File: config.mk
export PLATFORM = sky130hd
export DESIGN_NAME = audclk_guard
export DESIGN_NICKNAME = d
export VERILOG_FILES = /design/src/rtl/audclk_pkg.sv /design/src/rtl/audclk_edge.sv /design/src/rtl/audclk_meas.sv /design/src/rtl/audclk_rate.sv /design/src/rtl/audclk_track.sv /design/src/rtl/audclk_guard.sv
export SDC_FILE = /design/constraint.sdc
export NUM_CORES = 1
export LEC_CHECK = 0
export BUFFER_PORTS_ARGS = -buffer_cell sky130_fd_sc_hd__buf_2
export CAP_MARGIN = 20
export CORE_UTILIZATION = 30
export CTS_CLUSTER_DIAMETER = 100
export DETAILED_ROUTE_END_ITERATION = 8
export GPL_TIMING_DRIVEN = 0
export PLACE_DENSITY_LB_ADDON = 0.1
export SLEW_MARGIN = 10
export SYNTH_ARGS = -nofsm -noshare
export SYNTH_HDL_FRONTEND = slang
export SYNTH_HIERARCHICAL = 1
export SYNTH_SLANG_ARGS = --single-unit
File: constraint.sdc
create_clock -name clk -period 7.85 [get_ports clk]
set_input_delay 1.57 -clock clk [delete_from_list [all_inputs] [get_ports clk]]
set_output_delay 1.57 -clock clk [all_outputs]
set_load 0.02 [all_outputs]
File: src/rtl/audclk_pkg.sv
package audclk_pkg;
    typedef logic [3:0] ratio_t;
    typedef logic [2:0] rate_t;

    localparam ratio_t RATIO_ERR = 4'hF;
    localparam rate_t  RATE_NONE = 3'b000;
    localparam int     NFAM      = 5;

    // Bit-clock count per frame to ratio code
    function automatic ratio_t ratio_of_count(input int n);
        case (n)
            64:      return 4'h4;
            96:      return 4'h5;
            128:     return 4'h6;
            192:     return 4'h7;
            256:     return 4'h8;
            384:     return 4'h9;
            512:     return 4'hA;
            default: return RATIO_ERR;
        endcase
    endfunction

    // Family index to rate code, slowest family first
    function automatic rate_t fam_code(input int i);
        case (i)
            0:       return 3'b001;
            1:       return 3'b011;
            2:       return 3'b100;
            3:       return 3'b101;
            default: return 3'b110;
        endcase
    endfunction

    // Slots of 32 bits, limited by the rate family
    function automatic logic [4:0] slots_of(input ratio_t r, input rate_t f);
        logic [4:0] base;
        logic [4:0] cap;
        case (r)
            4'h4:    base = 5'd2;
            4'h5:    base = 5'd3;
            4'h6:    base = 5'd4;
            4'h7:    base = 5'd6;
            4'h8:    base = 5'd8;
            4'h9:    base = 5'd12;
            4'hA:    base = 5'd16;
            default: base = 5'd0;
        endcase
        case (f)
            3'b110:  cap = 5'd4;
            3'b101:  cap = 5'd8;
            default: cap = 5'd16;
        endcase
        return (base < cap) ? base : cap;
    endfunction
endpackage

File: src/rtl/audclk_edge.sv
module audclk_edge (
    input  logic clk,
    input  logic rst_n,
    input  logic bclk,
    input  logic fsync,
    output logic bclk_rise,
    output logic frame_tick
);
    typedef struct packed {
        logic bclk;
        logic fsync;
    } edge_st_t;

    edge_st_t st_d, st_q;

    always_comb begin
        st_d.bclk  = bclk;
        st_d.fsync = fsync;
    end

    always_ff @(posedge clk) begin
        if (!rst_n) st_q <= '0;
        else        st_q <= st_d;
    end

    assign bclk_rise  = bclk  & ~st_q.bclk;
    assign frame_tick = fsync & ~st_q.fsync;
endmodule

File: src/rtl/audclk_meas.sv
module audclk_meas #(
    parameter int CNT_W       = 10,
    parameter int TIMEOUT_CYC = 4096,
    localparam int PER_W      = $clog2(TIMEOUT_CYC + 1) + 1
) (
    input  logic             clk,
    input  logic             rst_n,
    input  logic             bclk_rise,
    input  logic             frame_tick,
    output logic             meas_valid,
    output logic             timeout,
    output logic [CNT_W-1:0] meas_cnt,
    output logic [PER_W-1:0] meas_per
);
    typedef struct packed {
        logic [CNT_W-1:0] cnt;
        logic [PER_W-1:0] per;
        logic             armed;
    } meas_st_t;

    meas_st_t st_d, st_q;

    assign timeout    = !frame_tick && (st_q.per == PER_W'(TIMEOUT_CYC));
    assign meas_valid = frame_tick && st_q.armed;
    assign meas_cnt   = st_q.cnt;
    assign meas_per   = st_q.per;

    always_comb begin
        st_d = st_q;
        if (frame_tick) begin
            st_d.cnt   = bclk_rise ? CNT_W'(1) : '0;
            st_d.per   = PER_W'(1);
            st_d.armed = 1'b1;
        end else if (timeout) begin
            st_d.cnt   = '0;
            st_d.per   = PER_W'(1);
            st_d.armed = 1'b0;
        end else begin
            st_d.per = st_q.per + PER_W'(1);
            if (bclk_rise && (st_q.cnt != '1))
                st_d.cnt = st_q.cnt + CNT_W'(1);
        end
    end

    always_ff @(posedge clk) begin
        if (!rst_n) st_q <= '0;
        else        st_q <= st_d;
    end
endmodule

File: src/rtl/audclk_rate.sv
module audclk_rate
    import audclk_pkg::*;
#(
    parameter int PER_W         = 14,
    parameter int FRAME_REF_48K = 1024
) (
    input  logic [PER_W-1:0] per,
    output rate_t            rate
);
    function automatic int fam_nom(input int i);
        case (i)
            0:       return 3 * FRAME_REF_48K;
            1:       return (3 * FRAME_REF_48K) / 2;
            2:       return FRAME_REF_48K;
            3:       return FRAME_REF_48K / 2;
            default: return FRAME_REF_48K / 4;
        endcase
    endfunction

    logic [NFAM-1:0] hit;

    for (genvar i = 0; i < NFAM; i++) begin : g_fam
        localparam int NOM = fam_nom(i);
        localparam int LO  = NOM - NOM / 20;
        localparam int HI  = NOM + NOM / 7;
        assign hit[i] = (int'(per) >= LO) && (int'(per) <= HI);
    end

    always_comb begin
        rate = RATE_NONE;
        for (int i = 0; i < NFAM; i++)
            if (hit[i]) rate = fam_code(i);
    end
endmodule

File: src/rtl/audclk_track.sv
module audclk_track
    import audclk_pkg::*;
#(
    parameter int GAIN_W        = 8,
    parameter int STABLE_FRAMES = 4,
    localparam int SW           = $clog2(STABLE_FRAMES + 1)
) (
    input  logic              clk,
    input  logic              rst_n,
    input  logic              meas_valid,
    input  logic              timeout,
    input  ratio_t            meas_ratio,
    input  rate_t             meas_rate,
    input  logic              auto_off,
    input  rate_t             cfg_rate,
    input  logic [GAIN_W-1:0] cfg_gain,
    output ratio_t            ratio_code,
    output rate_t             rate_code,
    output logic              fault,
    output logic [GAIN_W-1:0] gain,
    output logic              ramp_done
);
    localparam logic [SW-1:0] STAB_MAX = SW'(STABLE_FRAMES);

    typedef struct packed {
        ratio_t            cand_ratio;
        rate_t             cand_rate;
        logic [SW-1:0]     stab;
        ratio_t            ratio;
        rate_t             rate;
        logic              fault;
        logic [GAIN_W-1:0] gain;
        logic              done;
    } trk_st_t;

    trk_st_t st_d, st_q;

    always_comb begin
        logic              step;
        logic              good;
        logic [GAIN_W-1:0] tgt;
        st_d = st_q;
        step = 1'b0;
        good = (meas_ratio != RATIO_ERR) &&
               (auto_off || ((meas_rate != RATE_NONE) && (meas_rate == cfg_rate)));
        if (timeout) begin
            st_d.ratio = RATIO_ERR;
            st_d.rate  = RATE_NONE;
            st_d.fault = 1'b1;
            st_d.stab  = '0;
            step       = 1'b1;
        end else if (meas_valid) begin
            if ((meas_ratio == st_q.cand_ratio) && (meas_rate == st_q.cand_rate)) begin
                if (st_q.stab < STAB_MAX) st_d.stab = st_q.stab + SW'(1);
            end else begin
                st_d.cand_ratio = meas_ratio;
                st_d.cand_rate  = meas_rate;
                st_d.stab       = SW'(1);
            end
            if (st_d.stab == STAB_MAX) begin
                st_d.ratio = meas_ratio;
                st_d.rate  = meas_rate;
            end
            if (!good)                       st_d.fault = 1'b1;
            else if (st_d.stab == STAB_MAX)  st_d.fault = 1'b0;
            step = 1'b1;
        end
        tgt = st_d.fault ? '0 : cfg_gain;
        if (step) begin
            if (st_q.gain < tgt)      st_d.gain = st_q.gain + GAIN_W'(1);
            else if (st_q.gain > tgt) st_d.gain = st_q.gain - GAIN_W'(1);
        end
        st_d.done = (st_d.gain == tgt);
    end

    always_ff @(posedge clk) begin
        if (!rst_n) begin
            st_q            <= '0;
            st_q.cand_ratio <= RATIO_ERR;
            st_q.ratio      <= RATIO_ERR;
            st_q.rate       <= RATE_NONE;
            st_q.fault      <= 1'b1;
            st_q.done       <= 1'b1;
        end else begin
            st_q <= st_d;
        end
    end

    assign ratio_code = st_q.ratio;
    assign rate_code  = st_q.rate;
    assign fault      = st_q.fault;
    assign gain       = st_q.gain;
    assign ramp_done  = st_q.done;
endmodule

File: src/rtl/audclk_guard.sv
module audclk_guard
    import audclk_pkg::*;
#(
    parameter int GAIN_W        = 8,
    parameter int CNT_W         = 10,
    parameter int FRAME_REF_48K = 1024,
    parameter int TIMEOUT_CYC   = 4096,
    parameter int STABLE_FRAMES = 4
) (
    input  logic              clk,
    input  logic              rst_n,
    input  logic              bclk,
    input  logic              fsync,
    input  logic              auto_off,
    input  logic [2:0]        cfg_rate,
    input  logic [GAIN_W-1:0] cfg_gain,
    output logic [3:0]        ratio_code,
    output logic [2:0]        rate_code,
    output logic [4:0]        slot_count,
    output logic              clk_fault,
    output logic [GAIN_W-1:0] play_gain,
    output logic              ramp_done
);
    localparam int PER_W = $clog2(TIMEOUT_CYC + 1) + 1;

    logic             bclk_rise, frame_tick, meas_valid, timeout;
    logic [CNT_W-1:0] meas_cnt;
    logic [PER_W-1:0] meas_per;
    ratio_t           meas_ratio;
    rate_t            meas_rate;

    audclk_edge u_edge (
        .clk(clk), .rst_n(rst_n), .bclk(bclk), .fsync(fsync),
        .bclk_rise(bclk_rise), .frame_tick(frame_tick)
    );

    audclk_meas #(.CNT_W(CNT_W), .TIMEOUT_CYC(TIMEOUT_CYC)) u_meas (
        .clk(clk), .rst_n(rst_n), .bclk_rise(bclk_rise), .frame_tick(frame_tick),
        .meas_valid(meas_valid), .timeout(timeout),
        .meas_cnt(meas_cnt), .meas_per(meas_per)
    );

    assign meas_ratio = ratio_of_count(int'(meas_cnt));

    audclk_rate #(.PER_W(PER_W), .FRAME_REF_48K(FRAME_REF_48K)) u_rate (
        .per(meas_per), .rate(meas_rate)
    );

    audclk_track #(.GAIN_W(GAIN_W), .STABLE_FRAMES(STABLE_FRAMES)) u_track (
        .clk(clk), .rst_n(rst_n), .meas_valid(meas_valid), .timeout(timeout),
        .meas_ratio(meas_ratio), .meas_rate(meas_rate), .auto_off(auto_off),
        .cfg_rate(cfg_rate), .cfg_gain(cfg_gain),
        .ratio_code(ratio_code), .rate_code(rate_code), .fault(clk_fault),
        .gain(play_gain), .ramp_done(ramp_done)
    );

    assign slot_count = slots_of(ratio_code, rate_code);
endmodule

==> results.md <==
- The number of placement rows is 43.
- The total I/O pin count is 38.
- At the worst endpoint, the required time is about 8.1 ns.
- The via count of the first global-routing pass is around 3,400.
- Summed over all cells, the static leakage comes to 2.00 nW.
- The area growth from synthesis to layout is 13.0%.
- The final period demand of the worst path is 6.73 ns.
- The area enclosed by the die boundary is 15,000 um2.
- The violation count after the first detailed-route iteration is 210.
- The count of pins over their slew limit is 0.
- The total half-perimeter wirelength after legalization and detailed placement is 7850 um.
- After synthesis, the share of flip-flops with an asynchronous set or reset is 0%.
- Entering global routing, the biggest net connects 18 pins.
- The CTS buffer count is 5.
- The die width is 122 um.
- The setup path with the least slack is of type reg2reg.
- The unique cell type count in the Yosys netlist is between 90 and 100.
- The wire length reported by the detailed router is 10,200 um.
- The total of buffers placed on input and output ports is 37.
- After synthesis the netlist holds a flip-flop and latch count of 54.
- The die is roughly 120 um tall.
- The clock net sink count is 54.
- The initial cell density of the core is a little over 30%.
- Dividing the detail-routed wire length by the instance count gives 13.8 um.
- Clock latency on the worst-skew pair, taken at its later pin, is 0.30 ns.
- STA puts the critical path data arrival time at 6.97 ns.
- The H-tree was split into 2 levels.
- The combined area of all synthesized cells is 4350 um2.
- Synthesis produced a netlist whose cell count is approximately 510.
- The total inserted antenna cells is 0.
- The clock tree from TritonCTS is yes.
- In this run, synthesis inferred 0 flip-flops with an integrated enable.
- The final cell area excluding filler cells is 4910 um2.
- The maximum VDD drop is 0.0000789 V.
- Setup violations remaining at the end of the flow were counted as 0.
- Synthesis produced a netlist with a net count of 545.
- Yosys printed 6 warnings.
- STA classifies the critical path endpoint as a register.
- Cells with a size suffix above 1 make up 23.5% of the layout.
- The cell sitting at the root of the clock tree is a sky130_fd_sc_hd__clkbuf_16.
- Prior to clock tree synthesis, the placed netlist has a worst setup slack of 1.16 ns.
- The total routing usage reported by global routing is 13.9%.
- The final critical path takes up 85.7% of the cycle.
- The post-layout utilization of the core is a little over a third.
- The buffers inserted during post-CTS setup optimization is 0.
- For this run, the leading register cell type out of synthesis is sky130_fd_sc_hd__dfxtp_1.
- The highest net fanout along the worst path is 10.
- Measured against its own limit, the worst slew margin works out to 59.9%.
- The number of gates resized after CTS is 0.
- The post-layout worst setup margin is 1.12 ns.
- After detailed routing, the number of remaining DRC violations is 0.
- The clock arrives with between 0.008 and 0.009 ns of skew.
- The final-layout fill cell count is approximately 1,500.
- For the pin with the worst max-slew slack, the measured transition is 0.598 ns.
- Sequential elements use between 20% and 30% of the synthesized area.
- The global placer's final weighted congestion is between 0.7 and 0.8.
- The post-cts hold buffer count is 0.
- The average cell area after synthesis is 8.49 um2.
- The path type of the worst min-delay path is reg2reg.
- Dividing the detail-routed via count by the number of cells gives between 5 and 6.
- Once placement finished, the instance area stood at 4760 um2.
- The highest achievable clock rate is 0.149 GHz.
- The number of detailed-routing iterations run before antenna repair is 4.
- The worst setup path is launched from a register.
- The first global-routing pass estimated 16,700 um of wire.
- The clock-pin slew on the worst setup and hold paths is 0.07 ns.
- The via count is 3,728.
- The number of hold violations in the final report was 0.
- In the final timing run, aggregate negative setup slack is 0 ns.
- Setup repair after global routing left no endpoint under its margin.
- In this run the standard cell core region covers 14,000 um2.
- The flow ran to the end, and the final reports show no timing, DRC or antenna violations.
- Max-cap violations in this run came to 0.
- On the final layout, the worst hold slack is about 0.49 ns.
- The remaining global-route overflow is 0.
- The number of antenna violations at the first check in global routing came to 0.
- The number of buffers on the longest clock path is 2.
- The net count reported at finish is about 590.
- For this design the ratio of total power to cell area is 150 nW/um2.
- Once detail routing completed, the nets flagged for antenna violations numbered 0.
-- per-layer routing --
metal	part of all wire (%)	track usage, %	up-vias	routed length [um]
li1	-	-	1917	-
met1	50	18.2	1739	5060
met2	46	23.3	63	4680
met3	3.0	2.23	9	303
met4	1.1	3.81	0	112
met5	0	0	-	0
-- worst paths after layout --
kind	cells past startpoint	start	slack, ns	endpoint
setup / recovery	23	u_meas/meas_per[2]$_SDFF_PP0_	1.12	u_track/ramp_done$_SDFF_PN1_
hold / removal	2	u_track/ratio_code[3]$_SDFFE_PP1P_	0.49	u_track/ratio_code[3]$_SDFFE_PP1P_
setup reg to reg	23	u_meas/meas_per[2]$_SDFF_PP0_	1.12	u_track/ramp_done$_SDFF_PN1_
hold reg to reg	2	u_track/ratio_code[3]$_SDFFE_PP1P_	0.49	u_track/ratio_code[3]$_SDFFE_PP1P_
-- cell type report --
type	instances	area, um2	area share (%)
flip-flops and latches	54	1080	22.0
repair buffers	37	185	3.77
inverters	12	45.0	0.916
plain buffers	55	388	7.89
multi-input cells	391	2830	57.7
well taps	180	225	4.58
clock inverters	2	17.5	0.356
clock buffers	6	139	2.83
-- metrics by stage --
step	power (mW)	std cells
floorplan	0.450	512
global placement	0.505	729
detailed placement	0.505	729
CTS	0.746	737
global route	0.776	737
finish	0.735	737
-- cells in the final DEF (no fill, tap or decap), drive strengths merged, types with 7 or more instances in the layout --
cell type,n
nor2,51
and2,12
dfxtp,54
or3,10
and3,8
nor2b,8
xnor2,12
nand4,16
nor3,9
inv,11
nand2,43
xor2,22
clkbuf,13
o21ai,17
nand3b,7
nand3,15
a21oi,18
ha,17
a211oi,9
buf,84
mux2i,17
nand2b,7
-- sequential cells by signal, indices dropped and copies added (netlist names) --
name and flops:
u_track/gain 8, u_meas/st_q 1, u_meas/meas_cnt 10, u_track/st_q 10
u_meas/meas_per 14, u_track/rate_code 3, u_track/ratio_code 4, u_edge/st_q 2
u_track/fault 1, u_track/ramp_done 1
-- cells in the mapped netlist, drive strengths merged, types with 3 or more instances --
| library cell | instances | share of area [%] |
|---|---|---|
| dfxtp | 54 | 25 |
| nor2 | 51 | 4.6 |
| buf | 47 | 8.0 |
| nand2 | 43 | 3.9 |
| xor2 | 22 | 4.4 |
| a21oi | 18 | 2.2 |
| ha | 17 | 4.9 |
| mux2i | 17 | 3.9 |
| o21ai | 17 | 2.0 |
| nand4 | 16 | 2.8 |
| nand3 | 15 | 2.3 |
| and2 | 12 | 1.7 |
| xnor2 | 12 | 2.4 |
| inv | 11 | 0.95 |
| or3 | 10 | 1.4 |
| a211oi | 9 | 1.7 |
| nor3 | 9 | 1.2 |
| and3 | 8 | 1.4 |
| nor2b | 8 | 1.5 |
| clkbuf | 7 | 0.60 |
| nand2b | 7 | 1.0 |
| nand3b | 7 | 1.2 |
| o211ai | 6 | 1.5 |
| or2 | 6 | 0.86 |
| a2111oi | 5 | 1.9 |
| nor3b | 5 | 0.86 |
| and4 | 4 | 0.86 |
| nor4b | 4 | 0.95 |
| a221oi | 3 | 1.0 |
| a31oi | 3 | 0.43 |
| nor4 | 3 | 0.78 |
| o31ai | 3 | 0.83 |
| or3b | 3 | 0.60 |
| or4 | 3 | 0.52 |
-- worst max-delay path, cell delays in order, from the launching register on --
cell and delay, ns:
sky130_fd_sc_hd__dfxtp_1 0.46, sky130_fd_sc_hd__buf_4 0.15, sky130_fd_sc_hd__clkbuf_1 0.27, sky130_fd_sc_hd__a31oi_1 0.15, sky130_fd_sc_hd__or3_1 0.32, sky130_fd_sc_hd__nand4_1 0.12, sky130_fd_sc_hd__or4b_1 0.58, sky130_fd_sc_hd__xnor2_1 0.20
sky130_fd_sc_hd__nand4_1 0.16, sky130_fd_sc_hd__nor4_4 0.31, sky130_fd_sc_hd__nand3_4 0.24, sky130_fd_sc_hd__a221oi_4 0.47, sky130_fd_sc_hd__dlymetal6s2s_1 0.44, sky130_fd_sc_hd__nand2_1 0.12, sky130_fd_sc_hd__ha_1 0.31, sky130_fd_sc_hd__nor2b_1 0.16
sky130_fd_sc_hd__o211ai_2 0.15, sky130_fd_sc_hd__a21oi_1 0.43, sky130_fd_sc_hd__o21ai_0 0.17, sky130_fd_sc_hd__a211oi_1 0.53, sky130_fd_sc_hd__xor2_1 0.13, sky130_fd_sc_hd__or3_1 0.37, sky130_fd_sc_hd__a32oi_1 0.16, sky130_fd_sc_hd__o221a_2 0.23
-- logic make-up after synthesis --
kind of cell / count (synthesis) / synth area share (%)
fa+ha+maj: 17 / 4.89
xor+xnor: 34 / 6.85
simple gates: 225 / 30.9
mux: 18 / 4.17
flops: 54 / 24.9
buf+inv: 67 / 9.96
compound gates: 97 / 18.3
-- power by group --
group | internal, mW | switching [mW]
logic | 0.0809 | 0.125
clock network | 0.128 | 0.104
registers | 0.283 | 0.0133
total | 0.492 | 0.243
Power figures use the tool's default switching activity.
